[src/rtl/cart_bank_pkg.sv]
package cart_bank_pkg;

    localparam int CPU_AW    = 16;
    localparam int CPU_DW    = 8;
    localparam int WIN_W     = 14;              // 16 KB ROM window offset
    localparam int RAM_WIN_W = 13;              // 8 KB RAM window offset
    localparam int ROM_AW    = 21;              // up to 2 MB
    localparam int RAM_AW    = 15;              // up to 32 KB
    localparam int BANK_W    = 5;
    localparam int SEC_W     = 2;
    localparam int HBANK_W   = ROM_AW - WIN_W;  // full physical bank index
    localparam int SEC_LSB   = BANK_W;          // where secondary bits land

    typedef enum logic [2:0] {
        ROM_32K  = 3'd0,
        ROM_64K  = 3'd1,
        ROM_128K = 3'd2,
        ROM_256K = 3'd3,
        ROM_512K = 3'd4,
        ROM_1M   = 3'd5,
        ROM_2M   = 3'd6,
        ROM_RSVD = 3'd7
    } rom_size_e;

    typedef enum logic [1:0] {
        RAM_2K   = 2'd0,
        RAM_8K   = 2'd1,
        RAM_32K  = 2'd2,
        RAM_32KB = 2'd3
    } ram_size_e;

    typedef enum logic [1:0] {
        RGN_ROM_FIX = 2'd0,
        RGN_ROM_SW  = 2'd1,
        RGN_RAM     = 2'd2,
        RGN_NONE    = 2'd3
    } region_e;

    // control target selected by address bits 14:13 inside 0x0000-0x7FFF
    typedef enum logic [1:0] {
        CTL_RAM_ON = 2'd0,
        CTL_BANK   = 2'd1,
        CTL_SEC    = 2'd2,
        CTL_MODE   = 2'd3
    } ctl_sel_e;

    typedef struct packed {
        logic              ram_on;
        logic [BANK_W-1:0] bank;
        logic [SEC_W-1:0]  sec;
        logic              mode;
    } bank_state_t;

    function automatic logic [BANK_W-1:0] bank_mask(input rom_size_e sz);
        case (sz)
            ROM_32K:  return 5'h01;
            ROM_64K:  return 5'h03;
            ROM_128K: return 5'h07;
            ROM_256K: return 5'h0F;
            default:  return 5'h1F;
        endcase
    endfunction

    function automatic logic [ROM_AW-1:0] rom_span_mask(input rom_size_e sz);
        case (sz)
            ROM_32K:  return 21'h007FFF;
            ROM_64K:  return 21'h00FFFF;
            ROM_128K: return 21'h01FFFF;
            ROM_256K: return 21'h03FFFF;
            ROM_1M:   return 21'h0FFFFF;
            ROM_2M:   return 21'h1FFFFF;
            default:  return 21'h07FFFF;
        endcase
    endfunction

    function automatic region_e decode_region(input logic [CPU_AW-1:0] a);
        if (!a[15])                 return a[14] ? RGN_ROM_SW : RGN_ROM_FIX;
        else if (a[15:13] == 3'b101) return RGN_RAM;
        else                         return RGN_NONE;
    endfunction

endpackage

[src/rtl/cart_bank_regs.sv]
module cart_bank_regs
    import cart_bank_pkg::*;
(
    input  logic              clk,
    input  logic              rst,
    input  logic              ctl_wr,
    input  logic [1:0]        ctl_sel,
    input  logic [CPU_DW-1:0] wdata,
    input  rom_size_e         rom_size,
    output bank_state_t       state
);

    logic [BANK_W-1:0] bank_next;

    always_comb begin
        if (wdata == '0) bank_next = BANK_W'(1);
        else             bank_next = wdata[BANK_W-1:0] & bank_mask(rom_size);
    end

    always_ff @(posedge clk) begin
        if (rst) begin
            state <= '{ram_on: 1'b0, bank: BANK_W'(1), sec: '0, mode: 1'b0};
        end else if (ctl_wr) begin
            case (ctl_sel_e'(ctl_sel))
                CTL_RAM_ON: state.ram_on <= (wdata[3:0] == 4'hA);
                CTL_BANK:   state.bank   <= bank_next;
                CTL_SEC:    state.sec    <= wdata[SEC_W-1:0];
                CTL_MODE:   state.mode   <= wdata[0];
            endcase
        end
    end

endmodule

[src/rtl/cart_rom_map.sv]
module cart_rom_map
    import cart_bank_pkg::*;
(
    input  bank_state_t       state,
    input  rom_size_e         rom_size,
    input  logic [WIN_W:0]    addr,      // bit WIN_W selects the switchable window
    output logic [ROM_AW-1:0] rom_addr
);

    logic [HBANK_W-1:0] hi_bank;
    logic [HBANK_W-1:0] zero_bank;
    logic [HBANK_W-1:0] sel_bank;

    always_comb begin
        hi_bank   = {{(HBANK_W-BANK_W){1'b0}}, state.bank};
        zero_bank = '0;
        case (rom_size)
            ROM_1M: begin
                hi_bank[SEC_LSB]   = state.sec[0];
                zero_bank[SEC_LSB] = state.sec[0];
            end
            ROM_2M: begin
                hi_bank[SEC_LSB +: SEC_W]   = state.sec;
                zero_bank[SEC_LSB +: SEC_W] = state.sec;
            end
            default: ;
        endcase
    end

    always_comb begin
        if (addr[WIN_W])     sel_bank = hi_bank;
        else if (state.mode) sel_bank = zero_bank;
        else                 sel_bank = '0;
        rom_addr = {sel_bank, addr[WIN_W-1:0]} & rom_span_mask(rom_size);
    end

endmodule

[src/rtl/cart_ram_map.sv]
module cart_ram_map
    import cart_bank_pkg::*;
(
    input  bank_state_t          state,
    input  ram_size_e            ram_size,
    input  logic [RAM_WIN_W-1:0] offset,
    output logic [RAM_AW-1:0]    ram_addr
);

    localparam int SMALL_W = 11;   // 2 KB

    always_comb begin
        case (ram_size)
            RAM_2K:  ram_addr = {{(RAM_AW-SMALL_W){1'b0}}, offset[SMALL_W-1:0]};
            RAM_8K:  ram_addr = {{(RAM_AW-RAM_WIN_W){1'b0}}, offset};
            default: ram_addr = state.mode ? {state.sec, offset}
                                           : {{(RAM_AW-RAM_WIN_W){1'b0}}, offset};
        endcase
    end

endmodule

[src/rtl/cart_bank_ctrl.sv]
module cart_bank_ctrl
    import cart_bank_pkg::*;
(
    input  logic                  clk,
    input  logic                  rst,
    input  logic [CPU_AW-1:0]     cpu_addr,
    input  logic [CPU_DW-1:0]     cpu_wdata,
    input  logic                  cpu_rd,
    input  logic                  cpu_wr,
    input  logic [2:0]            rom_size_code,
    input  logic [1:0]            ram_size_code,
    output logic [ROM_AW-1:0]     rom_addr,
    output logic                  rom_rd,
    output logic [RAM_AW-1:0]     ram_addr,
    output logic                  ram_en,
    output logic                  ram_we,
    output logic                  rd_ovr_en,
    output logic [CPU_DW-1:0]     rd_ovr_data
);

    region_e     rgn;
    bank_state_t state;
    logic        in_rom;
    logic        in_ram;

    assign rgn    = decode_region(cpu_addr);
    assign in_rom = (rgn == RGN_ROM_FIX) || (rgn == RGN_ROM_SW);
    assign in_ram = (rgn == RGN_RAM);

    cart_bank_regs u_regs (
        .clk      (clk),
        .rst      (rst),
        .ctl_wr   (cpu_wr && in_rom),
        .ctl_sel  (cpu_addr[14:13]),
        .wdata    (cpu_wdata),
        .rom_size (rom_size_e'(rom_size_code)),
        .state    (state)
    );

    cart_rom_map u_rom (
        .state    (state),
        .rom_size (rom_size_e'(rom_size_code)),
        .addr     (cpu_addr[WIN_W:0]),
        .rom_addr (rom_addr)
    );

    cart_ram_map u_ram (
        .state    (state),
        .ram_size (ram_size_e'(ram_size_code)),
        .offset   (cpu_addr[RAM_WIN_W-1:0]),
        .ram_addr (ram_addr)
    );

    assign rom_rd      = cpu_rd && in_rom;
    assign ram_en      = (cpu_rd || cpu_wr) && in_ram && state.ram_on;
    assign ram_we      = cpu_wr && in_ram && state.ram_on;
    assign rd_ovr_en   = cpu_rd && in_ram && !state.ram_on;
    assign rd_ovr_data = rd_ovr_en ? 8'hFF : 8'h00;

endmodule

[config.mk]
export PLATFORM = sky130hd
export DESIGN_NAME = cart_bank_ctrl
export DESIGN_NICKNAME = d
export VERILOG_FILES = /design/src/rtl/cart_bank_pkg.sv /design/src/rtl/cart_bank_regs.sv /design/src/rtl/cart_rom_map.sv /design/src/rtl/cart_ram_map.sv /design/src/rtl/cart_bank_ctrl.sv
export SDC_FILE = /design/constraint.sdc
export NUM_CORES = 1
export LEC_CHECK = 0
export BUFFER_PORTS_ARGS = -buffer_cell sky130_fd_sc_hd__clkbuf_2
export CAP_MARGIN = 5
export CORE_MARGIN = 2
export CORE_UTILIZATION = 36
export DETAILED_ROUTE_END_ITERATION = 12
export PLACE_DENSITY = 0.84
export SETUP_SLACK_MARGIN = 0.2
export SYNTH_ARGS = -nofsm -noshare
export SYNTH_HDL_FRONTEND = slang
export SYNTH_SLANG_ARGS = --single-unit
[constraint.sdc]
create_clock -name clk -period 1.9 [get_ports clk]
set_input_delay 0.19 -clock clk [delete_from_list [all_inputs] [get_ports clk]]
set_output_delay 0.19 -clock clk [all_outputs]
set_load 0.01 [all_outputs]
==> results.txt <==
- Worst slew margin relative to its limit: between 70 and 80%
- The region available for standard cell placement spans between 2000 and 2500 sq um.
- In the final routed layout, each cell accounts on average for 12.4 um.
* Sum of overflow across all layers after global routing: 0
* Critical R2R Capture: u_regs.state[8]
- The worst hold path terminates at u_regs.state[7].
- Compared with the post-synthesis result, the final layout area differs by 5.47%.
- The first routing iteration left 7 violations.
* Setup repair after global routing missed its margin: no
* Register ranked first by flip-flop count: u_regs.state
* Worst reg2reg setup slack: between 1000 and 1500 ps
- Maximum clock skew at final layout: 0 ps
- Counting the buffers created by CTS gives 3.
- At the worst endpoint, the required time is 1710 ps.
* Worst hold path class: input pin to flop
- Initial antenna violation count: 0
- The tool flagged a number of max-cap violations equal to 0.
- The largest registers in the layout are u_regs.state (9).
* Clock tree buffer depth: 2
- Clock network latency to the later pin of the worst-skew pair: about 260 ps
* Area share of the largest cell type after synthesis: a little under a third
* Flip-flop and latch count after synthesis: 9
- Total number of placement rows: 17
- Share of synthesized area occupied by flip-flops and latches: between 20% and 30%
* Maximum fanout encountered on the critical timing path: 9
* Power density of the placed cells: between 500 and 600 nW/um^2
- Crit path arrival time: 1270 ps
* Highest clock frequency the design can meet: between 600 and 700 MHz
- Most used flip-flop cell after synthesis: sky130_fd_sc_hd__dfxtp_1
- The number of antenna diodes in the final layout is 0.
- Number of buffers inserted for hold repair after clock tree synthesis: 0
- Max Slew Vio Count: 0
- The worst setup path is captured at an output port.
- The hold violation count in the final report was 0.
* Count of input and output buffers: between 40 and 50
- Number of failing setup endpoints in the final timing report: 0
* Global-route wire length before repair: about 2500 um
- Clock transition time at the flip-flop clock pins of the worst setup and hold paths: ~60 ps
- Leading post-synthesis cells by cell area: sky130_fd_sc_hd__buf_4 31%, sky130_fd_sc_hd__dfxtp_1 22%, sky130_fd_sc_hd__mux2i_1 4.9%, sky130_fd_sc_hd__and3_1 4.6%, sky130_fd_sc_hd__nand2_1 3.2%
* First-pass iteration count of the detailed router: 6
- At the pin with the least slew margin, the transition time is about 400 ps.
- Hold Crit Start: cpu_wdata[4]
* Setup total negative slack: 0 ps
- Count of pins on the block boundary: between 80 and 90
* CTS tree: built
* Leakage power figure: ~0.45 nW
- Post-Synthesis Cell Area: slightly above 800 sq um
- The register with the most flip-flops in the layout has 9 of them.
* Cell depth of the worst flop-to-flop path: 2
- The number of global-route vias before repair came to 596.
- Antenna viol nets, final: 0
- Vias per cell: roughly 5
- Summed over all layers, the routed wires come to approximately 1800 um.
* Overall fraction of global-route tracks in use: about 12%
- Across all layers, the routed design uses slightly above 700 vias.
- The flow ran to the end, and the final reports show no timing, DRC or antenna violations.
* Most frequently used cell type in the post-synthesis netlist: sky130_fd_sc_hd__buf_4
* Period utilization: 77.1%
* Worst reg2reg path startpoint: u_regs.state[8]
- Synthesis produced a netlist with a net count of around 130.
* Final Power: approximately 440 uW
- CTS H-Tree Depth: 1
- The critical path in this run is classified as flop to output port.
* Leading area contributor after synthesis: sky130_fd_sc_hd__buf_4
- Buffer cell driving the clock tree root: sky130_fd_sc_hd__clkbuf_4
* Final estimated routing congestion in global placement: 0.688
- Measured along the x axis, the die boundary spans 51.8 um.
- The most critical setup path has its startpoint at u_regs.state[8].
- Post-synthesis cell type count: 28
- Maximum vdd ir drop: ~0.0003 V
* Net total in the final layout: 148
- Detailed-route DRC error count: 0
- Maximum number of pins on one net before global-route repair: 14
- The wire-length estimate of the detail-placed layout is 1460 um.
* Async set-or-reset flop fraction in the synthesized netlist: 0%
- Sorting the synthesized cells by how often they occur yields 34 x sky130_fd_sc_hd__buf_4, 9 x sky130_fd_sc_hd__dfxtp_1, 7 x sky130_fd_sc_hd__nand2_1, 7 x sky130_fd_sc_hd__nor2_1, 6 x sky130_fd_sc_hd__and3_1.
- Number of warnings reported in the yosys synthesis log: 0
- After layout, the worst setup slack is between 400 and 500 ps.
- Hold Crit Depth: 3
* Full die area: 2690 sq um
* Ratio of cells with drive above 1 in the final layout: between 40% and 50%
* Starting density of the core: 37.6%
- Synthesis produced 98 cells.
- Element type at the critical path start: flop
* Average footprint of a synthesized cell: 8.40 sq um
* Number of clock sinks: 9
- Final-layout worst hold slack: a little over 200 ps
- The smallest clock period supported by the final layout is computed as 1460 ps.
- Die Ht: about 52 um
- The synthesized design contains 0 enable-type register cells.
- Prior to clock tree synthesis, the placed netlist has a worst setup slack of around 390 ps.
-- stage by stage --
stage / std cells / util [%] / cell area, sq um
floorplan: 98 / - / 830
global placement: 138 / 38.0 / 833
detailed placement: 138 / 38.0 / 833
CTS: 142 / 39.2 / 860
global route: 142 / 39.6 / 868
finish: 142 / 39.6 / 868
-- power breakdown --
group	internal, mW	leakage [nW]	switching, mW
registers	0.192	0.0728	0.00200
clock network	0.0810	0.0150	0.0668
logic	0.0423	0.359	0.0535
total	0.315	0.447	0.122
-- kinds of logic after synthesis --
family | count (synthesis) | synth area share (%)
AO/OA/AOI/OAI | 12 | 10.9
XOR/XNOR | 1 | 1.06
buffers and inverters | 35 | 32.4
flip-flops | 9 | 21.9
multiplexers | 4 | 4.86
AND/OR/NAND/NOR | 37 | 28.9
-- layout make-up --
cell class                 instances  area, sq um
sequential                         9          180
tap                               28         35.0
timing repair buffer              47          235
clock buffer                       4         26.3
multi-input combinational         54          392
fill                             228         1320
-- worst max path at each step --
| stage | to | cells past startpoint | slack [ps] |
|---|---|---|---|
| global placement | rd_ovr_data[0] | 4 | 470 |
| detailed placement | rd_ovr_data[5] | 4 | 390 |
| floorplan | rd_ovr_data[0] | 2 | 480 |
| finish | rd_ovr_data[7] | 2 | 440 |
| global route | rd_ovr_data[1] | 2 | 330 |
| CTS | rd_ovr_data[5] | 2 | 250 |
-- repair_timing --
item                       4_1_cts  5_1_grt
buffers inserted                 0        0
gates resized for setup          0        1
setup endpoints to repair        0        9
-- cell usage in the layout, fill, tap and decap left out --
| master | count |
|---|---|
| sky130_fd_sc_hd__clkbuf_2 | 47 |
| sky130_fd_sc_hd__xor2_1 | 1 |
| sky130_fd_sc_hd__a21oi_1 | 4 |
| sky130_fd_sc_hd__a21o_1 | 1 |
| sky130_fd_sc_hd__o211a_1 | 2 |
| sky130_fd_sc_hd__and3_1 | 6 |
| sky130_fd_sc_hd__o21ai_1 | 1 |
| sky130_fd_sc_hd__and2_1 | 1 |
| sky130_fd_sc_hd__nor4_1 | 2 |
| sky130_fd_sc_hd__nand2_1 | 7 |
| sky130_fd_sc_hd__a2111oi_2 | 1 |
| sky130_fd_sc_hd__and4bb_4 | 1 |
| sky130_fd_sc_hd__nand4bb_1 | 1 |
| sky130_fd_sc_hd__nand3_1 | 3 |
| sky130_fd_sc_hd__nor2_1 | 7 |
| sky130_fd_sc_hd__o211ai_1 | 1 |
| sky130_fd_sc_hd__dfxtp_1 | 9 |
| sky130_fd_sc_hd__nor3_1 | 2 |
| sky130_fd_sc_hd__nand4b_1 | 1 |
| sky130_fd_sc_hd__clkbuf_4 | 3 |
| sky130_fd_sc_hd__nor4b_4 | 2 |
| sky130_fd_sc_hd__nor4bb_1 | 1 |
| sky130_fd_sc_hd__or3_1 | 1 |
| sky130_fd_sc_hd__o21a_1 | 2 |
| sky130_fd_sc_hd__nor2b_1 | 1 |
| sky130_fd_sc_hd__and4bb_1 | 1 |
| sky130_fd_sc_hd__clkbuf_1 | 1 |
| sky130_fd_sc_hd__mux2i_1 | 4 |
-- critical path, cell delays in order, from the launching register on --
cell                       delay [ps]
sky130_fd_sc_hd__dfxtp_1          360
sky130_fd_sc_hd__nor4b_4          450
sky130_fd_sc_hd__clkbuf_2         210
-- layer usage --
layer | GRT usage (%) | share of wire (%) | vias to the layer above
li1 | - | - | 345
met1 | 11.1 | 36 | 324
met2 | 25.5 | 54 | 49
met3 | 3.74 | 11 | 0
met4 | 3.51 | 0 | 0
met5 | 0 | 0 | -
Note: power is estimated with default switching activity, not from simulation.
